==> src/rtl/pec_pkg.sv <==
package pec_pkg;

    localparam int WORD_W = 16;

    typedef enum logic [2:0] {
        OP_NONE      = 3'd0,
        OP_PROG_BYTE = 3'd1,
        OP_PROG_WORD = 3'd2,
        OP_ERASE_SEL = 3'd3,
        OP_ERASE_ALL = 3'd4,
        OP_SUSPEND   = 3'd5,
        OP_RESUME    = 3'd6,
        OP_ABANDON   = 3'd7
    } pec_op_e;

    typedef enum logic [2:0] {
        ST_IDLE,
        ST_PROG,
        ST_ERASE,
        ST_SUSP,
        ST_REJ
    } pec_state_e;

    function automatic int imax3(input int a, input int b, input int c);
        int m;
        m = (a > b) ? a : b;
        return (m > c) ? m : c;
    endfunction

    // Program can only pull bits low: the selected lane is ANDed in.
    function automatic logic [WORD_W-1:0] prog_merge(
        input logic [WORD_W-1:0] old_w,
        input logic [WORD_W-1:0] data,
        input logic              is_byte,
        input logic              lane
    );
        logic [WORD_W-1:0] m;
        if (!is_byte)  m = data;
        else if (lane) m = {data[7:0], 8'hFF};
        else           m = {8'hFF, data[7:0]};
        return old_w & m;
    endfunction

    function automatic logic [7:0] pack_status(input logic poll, input logic t6, input logic t2);
        return {poll, t6, 3'b000, t2, 2'b00};
    endfunction

endpackage

==> src/rtl/pec_erase_walk.sv <==
module pec_erase_walk #(
    parameter int NUM_BLK   = 4,
    parameter int BLK_WORDS = 8,
    parameter int CELL_CYC  = 4,
    parameter int AW        = $clog2(NUM_BLK * BLK_WORDS)
) (
    input  logic               clk,
    input  logic               rst,
    input  logic               start,
    input  logic               run,
    input  logic [NUM_BLK-1:0] blk_mask,
    output logic               we,
    output logic [AW-1:0]      addr,
    output logic               done
);
    localparam int BW = $clog2(BLK_WORDS);
    localparam int CW = $clog2(CELL_CYC + 1);
    localparam logic [AW-1:0] LAST   = AW'(NUM_BLK * BLK_WORDS - 1);
    localparam logic [CW-1:0] RELOAD = CW'(CELL_CYC - 1);

    logic [AW-1:0] cur;
    logic [CW-1:0] cnt;
    logic          sel;
    logic          adv;

    assign sel  = blk_mask[cur[AW-1:BW]];
    assign adv  = run && (!sel || cnt == '0);
    assign we   = run && sel && cnt == '0;
    assign done = adv && cur == LAST;
    assign addr = cur;

    always_ff @(posedge clk) begin
        if (rst) begin
            cur <= '0;
            cnt <= RELOAD;
        end else if (start) begin
            cur <= '0;
            cnt <= RELOAD;
        end else if (adv) begin
            cur <= cur + 1'b1;
            cnt <= RELOAD;
        end else if (run) begin
            cnt <= cnt - 1'b1;
        end
    end

    AST_WALK_FROZEN: assert property (@(posedge clk) disable iff (rst)
        (!run && !start) |=> ($stable(cur) && $stable(cnt)));

endmodule

==> src/rtl/pec_status.sv <==
module pec_status (
    input  logic       clk,
    input  logic       rst,
    input  logic       stat_rd,
    input  logic       running,
    input  logic       blk_hit,
    input  logic       poll,
    output logic [7:0] status
);
    import pec_pkg::*;

    logic t6;
    logic t2;

    always_ff @(posedge clk) begin
        if (rst) begin
            t6 <= 1'b0;
            t2 <= 1'b0;
        end else begin
            if (stat_rd && running) t6 <= ~t6;
            if (stat_rd && blk_hit) t2 <= ~t2;
        end
    end

    assign status = pack_status(poll, t6, t2);

endmodule

==> src/rtl/pe_sequencer.sv <==
module pe_sequencer
    import pec_pkg::*;
#(
    parameter int NUM_BLK        = 4,
    parameter int BLK_WORDS      = 8,
    parameter int PROG_BYTE_CYC  = 10,
    parameter int PROG_WORD_CYC  = 16,
    parameter int ERASE_CELL_CYC = 4,
    parameter int REJ_CYC        = 3,
    parameter int AW             = $clog2(NUM_BLK * BLK_WORDS)
) (
    input  logic               clk,
    input  logic               rst,
    input  logic               req_valid,
    input  logic [2:0]         req_op,
    input  logic [AW-1:0]      req_addr,
    input  logic               req_lane,
    input  logic [15:0]        req_data,
    input  logic [NUM_BLK-1:0] req_blk_mask,
    input  logic [NUM_BLK-1:0] prot_mask,
    input  logic               rd_en,
    input  logic [AW-1:0]      rd_addr,
    output logic [15:0]        rd_data,
    output logic               ready_n,
    output logic [AW-1:0]      arr_raddr,
    input  logic [15:0]        arr_rdata,
    output logic               wr_en,
    output logic [AW-1:0]      wr_addr,
    output logic [15:0]        wr_data,
    input  logic [15:0]        wr_old
);
    localparam int BW   = $clog2(BLK_WORDS);
    localparam int MAXC = imax3(PROG_BYTE_CYC, PROG_WORD_CYC, REJ_CYC);
    localparam int CW   = $clog2(MAXC + 1);

    pec_state_e          state;
    logic                held;
    logic [NUM_BLK-1:0]  emask;
    logic [AW-1:0]       p_addr;
    logic [WORD_W-1:0]   p_data;
    logic                p_byte;
    logic                p_lane;
    logic [CW-1:0]       cnt;
    logic                rej_poll;

    pec_op_e             op;
    logic                is_prog, is_erase, is_susp;
    logic                accept_prog;
    logic [NUM_BLK-1:0]  era_eff;
    logic [CW-1:0]       prog_len;
    logic                running;
    logic                walk_start, walk_run, erase_we, erase_done;
    logic [AW-1:0]       walk_addr;
    logic                prog_we;
    logic                stat_sel, blk_hit, poll;
    logic [7:0]          status;

    assign op       = pec_op_e'(req_op);
    assign is_prog  = req_valid && (op == OP_PROG_BYTE || op == OP_PROG_WORD);
    assign is_erase = req_valid && (op == OP_ERASE_SEL || op == OP_ERASE_ALL);
    assign is_susp  = req_valid && op == OP_SUSPEND;
    assign era_eff  = ((op == OP_ERASE_ALL) ? {NUM_BLK{1'b1}} : req_blk_mask) & ~prot_mask;
    assign prog_len = (op == OP_PROG_BYTE) ? CW'(PROG_BYTE_CYC - 1) : CW'(PROG_WORD_CYC - 1);
    assign running  = state inside {ST_PROG, ST_ERASE, ST_REJ};
    assign ready_n  = !running;

    assign accept_prog = is_prog && (state == ST_IDLE ||
                         (state == ST_SUSP && !emask[req_addr[AW-1:BW]]));

    always_ff @(posedge clk) begin
        if (rst) begin
            state    <= ST_IDLE;
            held     <= 1'b0;
            emask    <= '0;
            p_addr   <= '0;
            p_data   <= '0;
            p_byte   <= 1'b0;
            p_lane   <= 1'b0;
            cnt      <= '0;
            rej_poll <= 1'b0;
        end else if (accept_prog) begin
            p_addr <= req_addr;
            p_data <= req_data;
            p_byte <= (op == OP_PROG_BYTE);
            p_lane <= req_lane;
            if (prot_mask[req_addr[AW-1:BW]]) begin
                state    <= ST_REJ;
                cnt      <= CW'(REJ_CYC - 1);
                rej_poll <= ~req_data[7];
            end else begin
                state <= ST_PROG;
                cnt   <= prog_len;
            end
        end else begin
            case (state)
                ST_IDLE: if (is_erase) begin
                    if (|era_eff) begin
                        emask <= era_eff;
                        state <= ST_ERASE;
                    end else begin
                        state    <= ST_REJ;
                        cnt      <= CW'(REJ_CYC - 1);
                        rej_poll <= 1'b0;
                    end
                end
                ST_ERASE: if (is_susp) begin
                    state <= ST_SUSP;
                    held  <= 1'b1;
                end else if (erase_done) begin
                    state <= ST_IDLE;
                    emask <= '0;
                end
                ST_SUSP: if (req_valid && op == OP_RESUME) begin
                    state <= ST_ERASE;
                    held  <= 1'b0;
                end else if (req_valid && op == OP_ABANDON) begin
                    state <= ST_IDLE;
                    held  <= 1'b0;
                    emask <= '0;
                end
                ST_PROG, ST_REJ: if (cnt == '0) begin
                    state <= held ? ST_SUSP : ST_IDLE;
                end else begin
                    cnt <= cnt - 1'b1;
                end
                default: state <= ST_IDLE;
            endcase
        end
    end

    assign walk_start = (state == ST_IDLE) && is_erase && !accept_prog && (|era_eff);
    assign walk_run   = (state == ST_ERASE) && !is_susp;

    pec_erase_walk #(
        .NUM_BLK  (NUM_BLK),
        .BLK_WORDS(BLK_WORDS),
        .CELL_CYC (ERASE_CELL_CYC),
        .AW       (AW)
    ) u_walk (
        .clk     (clk),
        .rst     (rst),
        .start   (walk_start),
        .run     (walk_run),
        .blk_mask(emask),
        .we      (erase_we),
        .addr    (walk_addr),
        .done    (erase_done)
    );

    assign prog_we = (state == ST_PROG) && cnt == '0;
    assign wr_en   = prog_we || erase_we;
    assign wr_addr = prog_we ? p_addr : walk_addr;
    assign wr_data = prog_we ? prog_merge(wr_old, p_data, p_byte, p_lane) : {WORD_W{1'b1}};

    // Host read path: status while busy or on a suspended erase's blocks.
    assign stat_sel  = running || (state == ST_SUSP && emask[rd_addr[AW-1:BW]]);
    assign blk_hit   = emask[rd_addr[AW-1:BW]] && (state == ST_ERASE || held);
    assign arr_raddr = rd_addr;

    always_comb begin
        case (state)
            ST_PROG: poll = ~p_data[7];
            ST_REJ:  poll = rej_poll;
            ST_SUSP: poll = 1'b1;
            default: poll = 1'b0;
        endcase
    end

    pec_status u_stat (
        .clk    (clk),
        .rst    (rst),
        .stat_rd(rd_en && stat_sel),
        .running(running),
        .blk_hit(blk_hit),
        .poll   (poll),
        .status (status)
    );

    assign rd_data = stat_sel ? {8'h00, status} : arr_rdata;

    AST_PROG_CLEARS_ONLY: assert property (@(posedge clk) disable iff (rst)
        (wr_en && state == ST_PROG) |-> ((wr_data & ~wr_old) == '0));
    AST_ERASE_ALL_ONES: assert property (@(posedge clk) disable iff (rst)
        erase_we |-> (wr_data == 16'hFFFF));
    AST_ONE_WRITER: assert property (@(posedge clk) disable iff (rst)
        !(prog_we && erase_we));
    AST_IDLE_QUIET: assert property (@(posedge clk) disable iff (rst)
        (state == ST_IDLE) |-> !wr_en);
    AST_REJ_NO_WRITE: assert property (@(posedge clk) disable iff (rst)
        (state == ST_REJ) |-> !wr_en);
    AST_SUSP_READY: assert property (@(posedge clk) disable iff (rst)
        (state == ST_SUSP) |-> (ready_n && !wr_en));

endmodule

==> config.mk <==
export PLATFORM = sky130hd
export DESIGN_NAME = pe_sequencer
export DESIGN_NICKNAME = d
export VERILOG_FILES = /design/src/rtl/pec_pkg.sv /design/src/rtl/pec_erase_walk.sv /design/src/rtl/pec_status.sv /design/src/rtl/pe_sequencer.sv
export SDC_FILE = /design/constraint.sdc
export NUM_CORES = 1
export LEC_CHECK = 0
export BUFFER_PORTS_ARGS = -buffer_cell sky130_fd_sc_hd__buf_4
export CAP_MARGIN = 10
export CORE_MARGIN = 2
export CORE_UTILIZATION = 40
export CTS_BUF_LIST = sky130_fd_sc_hd__clkbuf_8
export DETAILED_ROUTE_END_ITERATION = 8
export GPL_TIMING_DRIVEN = 0
export PLACE_DENSITY = 0.74
export SLEW_MARGIN = 20
export SYNTH_ARGS = -nofsm -noshare
export SYNTH_HDL_FRONTEND = slang
export SYNTH_SLANG_ARGS = --single-unit
==> constraint.sdc <==
create_clock -name clk -period 2.56 [get_ports clk]
set_clock_uncertainty 0.1 [all_clocks]
set_input_delay 0.128 -clock clk [delete_from_list [all_inputs] [get_ports clk]]
set_output_delay 0.128 -clock clk [all_outputs]
set_load 0.02 [all_outputs]
Word level (Yosys, flattened, before mapping)
Index checks and enable logic that the tools add are counted.
{"block": "word_totals", "ff_bits": 47, "output_inout_bits": 44, "elab_cells": 155}
{"block": "classes", "addsub": 3, "n_lt_le_gt_ge": 3, "eq_ne": 28, "muxes": 49, "n_bitwise": 8, "reduce_logical": 51}
{"op": "16-bit 2-to-1 mux", "n": 4}
{"op": "4-bit 2-to-1 mux", "n": 8}
{"op": "3-bit 2-to-1 mux", "n": 10}
{"op": "5-bit 2-to-1 mux", "n": 5}
{"op": "1-bit logical AND", "n": 21}
{"op": "16-bit AND", "n": 1}
{"op": "4-bit AND reduction", "n": 4}
{"op": "3-bit == test (second input constant)", "n": 5}
{"op": "3-bit inequality test (second input constant)", "n": 5}
{"op": "2-bit inequality test (second input constant)", "n": 7}
{"op": "3-bit by 2-bit == test with 1-bit output (second input constant)", "n": 4}
{"op": "1-bit 2-to-1 mux", "n": 12}
{"op": "3-bit one-hot mux with 4 select lines", "n": 1}
{"op": "4-bit one-hot mux with 3 select lines", "n": 1}
{"op": "5-bit one-hot mux with 2 select lines", "n": 1}
{"op": "2-bit by 3-bit less-than comparator with 1-bit output (second input constant)", "n": 3}
{"op": "3-bit nonzero test", "n": 3}
{"op": "1-bit binary-select mux with 2-bit select", "n": 4}
{"op": "4-bit inequality test (second input constant)", "n": 2}
{"op": "8-bit AND reduction", "n": 1}
{"op": "1-bit logical OR", "n": 7}
{"op": "3-bit by 1-bit == test with 1-bit output (second input constant)", "n": 2}
{"op": "3-bit logical NOT", "n": 2}
{"op": "2-bit nonzero test", "n": 3}
{"op": "16 further kinds", "n": 26}

Depth between registers and ports, before layout
Gate-level depths: netlist (run 1).
{"block": "logic_depth", "ltp_word": 10, "ltp_mapped": 9}

Modules after synthesis
Synthesis (run 1) repeated with hierarchy kept, for this count alone.
{"block": "unflattened", "hier_cells": 393, "area_unflattened_um2": 3066.7}
{"module": "pe_sequencer", "n_inst": 1, "cells_each": 320, "area_each_um2": 2449.8, "seq_area_each_um2": 740.7}
{"module": "pec_erase_walk", "n_inst": 1, "cells_each": 56, "area_each_um2": 464.2, "seq_area_each_um2": 160.2}
{"module": "pec_status", "n_inst": 1, "cells_each": 17, "area_each_um2": 152.6, "seq_area_each_um2": 40.0}

Worst setup path before layout (run 1)
Ideal clock, no wire load.
{"block": "synth_timing", "kind": "register to register", "from": "register state[0]", "to": "register emask[0]", "arrival_time_ns": 1.805, "required_ns": 2.332, "slack_ns": 0.528, "stages_incl_launch_ff": 7, "path_buffers": 1, "path_cell_list": "dfxtp_1 clkbuf_1 nor2_1 a221o_1 a2111oi_4 mux2i_1 nor2_1"}
{"block": "synth_via", "elab_chain_cells": 6, "elab_cells_between_ends": 19, "cone_classes": "8 x eq/ne; 1 x mux; 1 x bitwise; 9 x reduce/logical"}
{"element": "from (decl)", "line_no": "pe_sequencer.sv:36", "rtl": "pec_state_e state;"}
{"element": "from (signal assigned)", "line_no": "pe_sequencer.sv:122", "rtl": "state <= held ? ST_SUSP : ST_IDLE;"}
{"element": "3-bit by 2-bit == test with 1-bit output, on equally long branches", "line_no": "pe_sequencer.sv:95, pe_sequencer.sv:132, pe_sequencer.sv:68"}
{"element": "1-bit logical AND, on equally long branches", "line_no": "pe_sequencer.sv:132, pe_sequencer.sv:68"}
{"element": "1-bit logical AND / 1-bit logical OR (equally long branches)", "line_no": "pec_erase_walk.sv:27, pe_sequencer.sv:67"}
{"element": "1-bit logical AND, on equally long branches", "line_no": "pec_erase_walk.sv:29, pe_sequencer.sv:67"}
{"element": "2-bit inequality test (no line) / 1-bit inverter (equally long branches)"}
{"element": "8-bit AND reduction (no line)"}
{"element": "to (signal assigned)", "line_no": "pe_sequencer.sv:98", "rtl": "emask <= era_eff;"}
{"element": "to (decl)", "line_no": "pe_sequencer.sv:38", "rtl": "logic [NUM_BLK-1:0] emask;"}
Several ways; a longest one is shown, not always the timed one.
A chain may end at the register's enable or synchronous reset.

Worst setup path after layout (run 1)
{"block": "layout_timing", "from": "register cnt[0]", "to": "output port wr_addr[3]"}
{"block": "layout_via", "elab_chain_cells": 3}
{"element": "from (decl)", "line_no": "pe_sequencer.sv:43", "rtl": "logic [CW-1:0] cnt;"}
{"element": "from (signal assigned)", "line_no": "pe_sequencer.sv:88", "rtl": "cnt <= CW'(REJ_CYC - 1);"}
{"element": "from (signal assigned)", "line_no": "pe_sequencer.sv:92", "rtl": "cnt <= prog_len;"}
{"element": "from (signal assigned)", "line_no": "pe_sequencer.sv:102", "rtl": "cnt <= CW'(REJ_CYC - 1);"}
{"element": "5-bit logical NOT", "line_no": "pe_sequencer.sv:150", "rtl": "assign prog_we = (state == ST_PROG) && cnt == '0;"}
{"element": "1-bit logical AND", "line_no": "pe_sequencer.sv:150"}
{"element": "5-bit 2-to-1 mux", "line_no": "pe_sequencer.sv:152", "rtl": "assign wr_addr = prog_we ? p_addr : walk_addr;"}
{"element": "to (decl)", "line_no": "pe_sequencer.sv:28", "rtl": "output logic [AW-1:0] wr_addr,"}
No other way between the ends.

==> metrics.md, run 1 <==
| Metric | Value |
|---|---|
| Met2 Use GR | `40.6%` |
| Final critical-path required period | `2.37 ns` |
| Sum of negative setup slack | `0 ns` |
| Buffer depth of the longest clock path | `2` |
| Final Max Tran Viols | `0` |
| Hold Path Class | `in -> reg` |
| Worst R2R End | `u_walk.addr[3]` |
| Sink count of the clock tree | `47` |
| Number of flops mapped to enable cells by yosys | `0` |
| Clock tree from TritonCTS | `built` |
| Number of vias per cell | `5.25` |
| Total area of multi-input combinational cells | `1770 sq um` |
| Pin count of the biggest net entering global routing | `15` |
| Final count of negative-setup-slack endpoints | `0` |
| CP Data Arrival Time | `2.15 ns` |
| Number of cells on the worst hold path | `3` |
| HPWL reported at the end of detailed placement | `6610 microns` |
| First-pass detailed-route iteration total | `5` |
| Source of the worst hold timing path | `req_data[11]` |
| Post-route insts no fill | `599` |
| Terminating pin of the worst hold path | `p_data[11]` |
| Cells after synthesis | `359` |
| Clock latency on the worst-skew pair | `0.30 ns` |
| Final routed wire length divided by cell count | `14.6 microns` |
| Clock transition at path regs | `0.09 ns` |
| Core Footprint | `6870 sq um` |
| Worst Setup Slack post-DPL | `-0.0806 ns` |
| Post-synthesis register bit count | `47` |
| Cell type with the largest total area after synthesis | `dfxtp_1` |
| Final worst-path cycle share | `92.7%` |
| Most numerous cell in the Yosys netlist | `nand2_1` |
| Number of rows in the core area | `30` |
| Actual transition at the worst max-transition pin | `0.636 ns` |
| Vias in the first global route | `2929` |
| Mapped Avg Cell Area | `8.01 sq um` |
| Layout overhead on the synthesized area | `46.5%` |
| Fraction of post-synthesis cell area in the top cell type by area | `32.7%` |
| Post-Synthesis Cell Area | `2870 sq um` |
| Crit path kind | `reg -> out` |
| Synth warnings | `0` |
| Total instance count after detailed placement | `567` |
| Top area cells in the synthesized netlist | `dfxtp_1 (33%), nand2_1 (9.7%), a21oi_1 (6.4%)` |
| Initial antenna violation count | `0` |
| Final worst-path setup slack | `0.186 ns` |
| Ports | `118` |
| Layout Cell Area excl Fill | `4210 sq um` |
| Number of nets produced by synthesis | `439` |
| PD cells | `596 nW/um^2` |
| Overall routing resource usage | `21.7%` |
| I/O Buffers | `112` |
| Worst-case hold slack | `0.000387 ns` |
| Share of cells above drive strength 1 | `32.4%` |
| Synth top cells by count | `nand2_1 (74), dfxtp_1 (47), a21oi_1 (37)` |
| Die Y-Extent | `88.8 microns` |
| Startpoint of the worst register-to-register path | `state[1]` |
| Max-slew headroom at the worst pin | `57.3%` |
| Ant diodes | `0` |
| Starting density of the core | `41.8%` |
| Met3 GRT Util | `3.73%` |
| Netlist cell types | `60` |
| Startpoint kind of the worst setup timing path | `flop` |
| Fill cell instance count of the final layout | `635` |
| # H-tree levels | `2` |
| Largest fanout of any net on the critical path | `10` |
| Via count | `3145` |
| Fraction of synthesis flops using an asynchronous set or reset pin | `0%` |
| Register-to-Register Setup Slack | `0.30 ns` |
| Chip width | `88.8 microns` |
| Gr ovfl total | `0` |
| Sequential fraction of the synthesis area | `32.7%` |
| Final wirelength | `8770 microns` |
| Busiest layer in global routing | `met2` |
| Leading register cell type out of synthesis | `dfxtp_1` |
| Antenna-violating nets left | `0` |
| CP Data Required Time | `2.33 ns` |
| Logic depth of the worst register-to-register path | `8` |
| Final estimated routing congestion in global placement | `0.939` |
| Routing usage on met1 | `26.0%` |
| Final Hold Viols | `0` |
| Root buffer cell | `clkbuf_8` |
| Maximum clock rate | `421 MHz` |
| Placement Cell Area | `3830 sq um` |
| RSZ-0062 raised after global routing | `false` |
| Result of the run | `completed` |
| P_leak | `0.00176 uW` |
| Die ar. | `7880 sq um` |
| VDD IR max | `0.000319 V` |
| Number of DRC violations after detailed routing | `0` |
| Kind of capture point of the worst setup path | `output pin` |
| Number of buffers created by CTS | `5` |
| First-pass GRT wire length | `13400 microns` |
| Max-cap violations | `0` |
| Final nets | `582` |
| Combined flip-flop and latch cell area | `941 sq um` |
| DRC violation total after the first TritonRoute iteration | `126` |
## how the worst max path moves through the flow
stage	slack [ns]	from	to
2_1_floorplan	0.53	state[0]	emask[0]
3_3_place_gp	-0.03	state[0]	wr_addr[3]
3_5_place_dp	-0.08	state[0]	wr_addr[2]
4_1_cts	0.04	cnt[0]	wr_addr[3]
5_1_grt	0.04	cnt[0]	wr_addr[3]
6_report	0.19	cnt[0]	wr_addr[3]
## per-stage QoR
stage,power (uW),utilization (%)
finish,2510,61.3
detailed placement,1820,55.8
floorplan,1480,-
global placement,1800,55.8
CTS,2510,60.8
global route,2660,61.3
## state kept, by name (all words and copies together) (netlist names), 3 cells and up
register and count:
p_data 16, cnt 5, p_addr 5, u_walk.addr 5, emask 4, state 3
u_walk.cnt 3
## cell type report
class                      count  share of cell area (%)
buffer                        27                    3.57
sequential                    47                    22.3
clock buffer                   5                    1.63
multi-input combinational    276                    41.9
inverter                       9                   0.802
timing repair buffer         136                    25.4
tap                           96                    2.85
clock inverter                 3                    1.52
## cells by family (layout without fill, tap and decap cells)
| group | count (synthesis) | count (layout) | share of synthesized area [%] |
|---|---|---|---|
| adder cells (fa/ha/maj) | 7 | 7 | 2.96 |
| multiplexers | 18 | 18 | 8.45 |
| AO/OA/AOI/OAI | 94 | 94 | 22.6 |
| AND/OR/NAND/NOR | 151 | 151 | 25.2 |
| flip-flops | 47 | 47 | 32.7 |
| XOR/XNOR | 6 | 6 | 1.83 |
| buffers and inverters | 36 | 180 | 6.23 |
## critical path: stages (launching register included)
cell and delay (ns):
dfxtp_1 0.34, inv_1 0.11, ha_1 0.17, nand3_1 0.18, nor3_4 0.26, clkbuf_4 0.26
mux2_2 0.36, buf_4 0.16
## repair_timing
item,CTS,global route
hold buffers,18,1
hold endpoints to repair,18,1
buffers inserted,3,2
endpoints found under the setup margin,28,12
pin swaps,1,1
gates resized for setup,3,3
## cell usage in the layout (no fill, tap or decap), types with 4 or more instances in the layout
master	instances
mux2_2	7
o21ai_0	15
nand4_1	4
dlygate4sd3_1	19
buf_4	123
dfxtp_1	47
o21bai_1	4
inv_1	10
clkbuf_1	11
xor2_1	4
nor2_1	28
o221ai_1	8
mux2i_1	7
ha_1	6
clkbuf_8	5
a21oi_1	37
and2_1	16
nand2b_1	5
nand2_1	74
buf_2	5
## report_power, final
part           switching [uW]  internal, uW
Sequential               50.5           795
Clock                     253           386
Combinational             550           473
## layer usage
layer | routed length (microns) | vias up
met5 | 0 | -
met2 | 4600 | 120
met4 | 59 | 0
met3 | 573 | 7
li1 | - | 1549
met1 | 3540 | 1469
Power figures use the tool's default switching activity.
==> inputs of run 2 (changes only) <==
- CORE_UTILIZATION: 40 -> 35
- PLACE_DENSITY: 0.74 -> 0.67
==> metrics.md, run 2 (same netlist as run 1, synthesis figures left out) <==
| Metric | Value |
|---|---|
| Result of the run | `completed` |
| Clock transition at path regs | `0.09 ns` |
| Library cell appearing most often on the critical path | `buf_4` |
| # H-tree levels | `2` |
| Initial antenna violation count | `0` |
| First-pass detailed-route iteration total | `4` |
| Startpoint of the worst register-to-register path | `state[1]` |
| RSZ-0062 raised after global routing | `false` |
| Master of the slowest instance on the critical path | `dfxtp_1` |
| Final Hold Viols | `0` |
| Max-slew headroom at the worst pin | `60.3%` |
| Terminating pin of the worst hold path | `cnt[1]` |
| Number of DRC violations after detailed routing | `0` |
| Final estimated routing congestion in global placement | `0.896` |
| Worst-case hold slack | `0.0212 ns` |
| Commonest non-fill, non-tap cells in the layout | `buf_4 (123), nand2_1 (74), dfxtp_1 (47), a21oi_1 (37), nor2_1 (28)` |
| Source of the worst hold timing path | `rst` |
| Maximum clock rate | `421 MHz` |
| Layout overhead on the synthesized area | `45.5%` |
| Actual transition at the worst max-transition pin | `0.595 ns` |
| Number of flip-flops in the largest register | `16` |
| Number of cells on the worst hold path | `3` |
| Pin count of the biggest net entering global routing | `15` |
| Critical path's largest stage delay | `0.35 ns` |
| Final worst-path setup slack | `0.185 ns` |
| Final critical-path required period | `2.37 ns` |
| Number of buffers and inverters on the critical path | `3` |
| Final Max Tran Viols | `0` |
| Ports | `118` |
| CP Data Required Time | `2.33 ns` |
| First-pass GRT wire length | `13700 microns` |
| Number of vias per cell | `5.11` |
| Starting density of the core | `35.5%` |
| Largest fanout of any net on the critical path | `10` |
| Register-to-Register Setup Slack | `0.25 ns` |
| Placement Cell Area | `3850 sq um` |
| Final routed wire length divided by cell count | `14.5 microns` |
| Number of rows in the core area | `33` |
| Number of buffers created by CTS | `5` |
| DRC violation total after the first TritonRoute iteration | `148` |
| Root buffer cell | `clkbuf_8` |
| Final wirelength | `8780 microns` |
| Layout Cell Area excl Fill | `4180 sq um` |
| Sink count of the clock tree | `47` |
| Worst R2R End | `u_walk.addr[3]` |
| Total area of multi-input combinational cells | `1770 sq um` |
| Share of cells above drive strength 1 | `32.1%` |
| Combined flip-flop and latch cell area | `941 sq um` |
| Kind of capture point of the worst setup path | `output pin` |
| Ant diodes | `0` |
| VDD IR max | `0.000200 V` |
| Clock latency on the worst-skew pair | `0.31 ns` |
| Die Y-Extent | `94.6 microns` |
| Buffer depth of the longest clock path | `2` |
| Overall routing resource usage | `19.5%` |
| Die ar. | `8950 sq um` |
| Core Footprint | `8090 sq um` |
| Clock tree from TritonCTS | `built` |
| CP top delay family | `buffers and inverters` |
| Chip width | `94.6 microns` |
| Worst Setup Slack post-DPL | `-0.225 ns` |
| Logic depth of the worst register-to-register path | `8` |
| Antenna-violating nets left | `0` |
| Startpoint kind of the worst setup timing path | `flop` |
| Most common cell after layout, fill and taps aside | `buf_4` |
| Most flop-heavy register | `p_data` |
| HPWL reported at the end of detailed placement | `6590 microns` |
| Final nets | `582` |
| Crit path kind | `reg -> out` |
| Sum of negative setup slack | `0 ns` |
| Hold Path Class | `in -> reg` |
| Vias in the first global route | `2872` |
| Fill cell instance count of the final layout | `792` |
| Overall power of the completed layout | `2300 uW` |
| Gr ovfl total | `0` |
| PD cells | `551 nW/um^2` |
| Final count of negative-setup-slack endpoints | `0` |
| Via count | `3104` |
| Final worst-path cycle share | `92.8%` |
| Crit-path cells | `inv_1, ha_1, nand3_1, nor3_4, buf_4, mux2_2, buf_4` |
| P_leak | `0.00174 uW` |
| I/O Buffers | `112` |
| CP Data Arrival Time | `2.15 ns` |
| Max-cap violations | `0` |
run 2: cell types whose count changed in the layout (fill, tap and decap cells not counted), sizes merged:
| cell | delta |
|---|---|
| inv | -1 |
| clkbuf | -2 |
| dlygate4sd3 | +2 |
| clkinv | +2 |
| bufinv | -2 |
run 2: per-layer routing:
layer  track usage, %  share of wire, %  up-vias
met5                0                 0        -
met4             7.13               1.9        0
met3             3.35               6.6       15
met2             35.0                51      113
met1             23.0                41     1429
li1                 -                 -     1547
run 2: cell type report:
type / instances / share of cell area, %
clock buffer: 5 / 1.65
buffer: 26 / 3.47
multi-input combinational: 276 / 42.2
timing repair buffer: 137 / 25.9
inverter: 9 / 0.808
clock inverter: 2 / 0.329
sequential: 47 / 22.5
tap: 105 / 3.14
run 2: worst max path at each step:
stage	start	to	cells after the start
2_1_floorplan	state[0]	emask[0]	6
3_3_place_gp	state[0]	wr_data[8]	7
3_5_place_dp	state[0]	wr_data[13]	7
4_1_cts	cnt[0]	wr_addr[3]	7
5_1_grt	cnt[0]	wr_addr[3]	7
6_report	cnt[0]	wr_addr[3]	7
run 2: what timing repair did:
item	CTS	global route
buffers inserted	2	2
setup endpoints to repair	31	12
resized for setup	4	1
hold endpoints to repair	21	0
pin swaps	1	1
hold buffers	21	0
run 2: through the flow:
stage | instances | util, %
5_1_grt | 607 | 51.7
3_5_place_dp | 576 | 47.5
4_1_cts | 605 | 51.5
3_3_place_gp | 576 | 47.5
2_1_floorplan | 359 | -
6_report | 607 | 51.7
run 2: power breakdown:
group	internal, uW	total (uW)	switching (uW)
Combinational	468	1020	548
Sequential	795	847	51.7
Clock	187	439	252
run 2: worst register-to-register path, delay by kind of cell (launching register included):
family | cells | cell delay, ns
AND/OR/NAND/NOR | 5 | 1.04
buffers and inverters | 2 | 0.57
flip-flops | 1 | 0.35
XOR/XNOR | 1 | 0.16
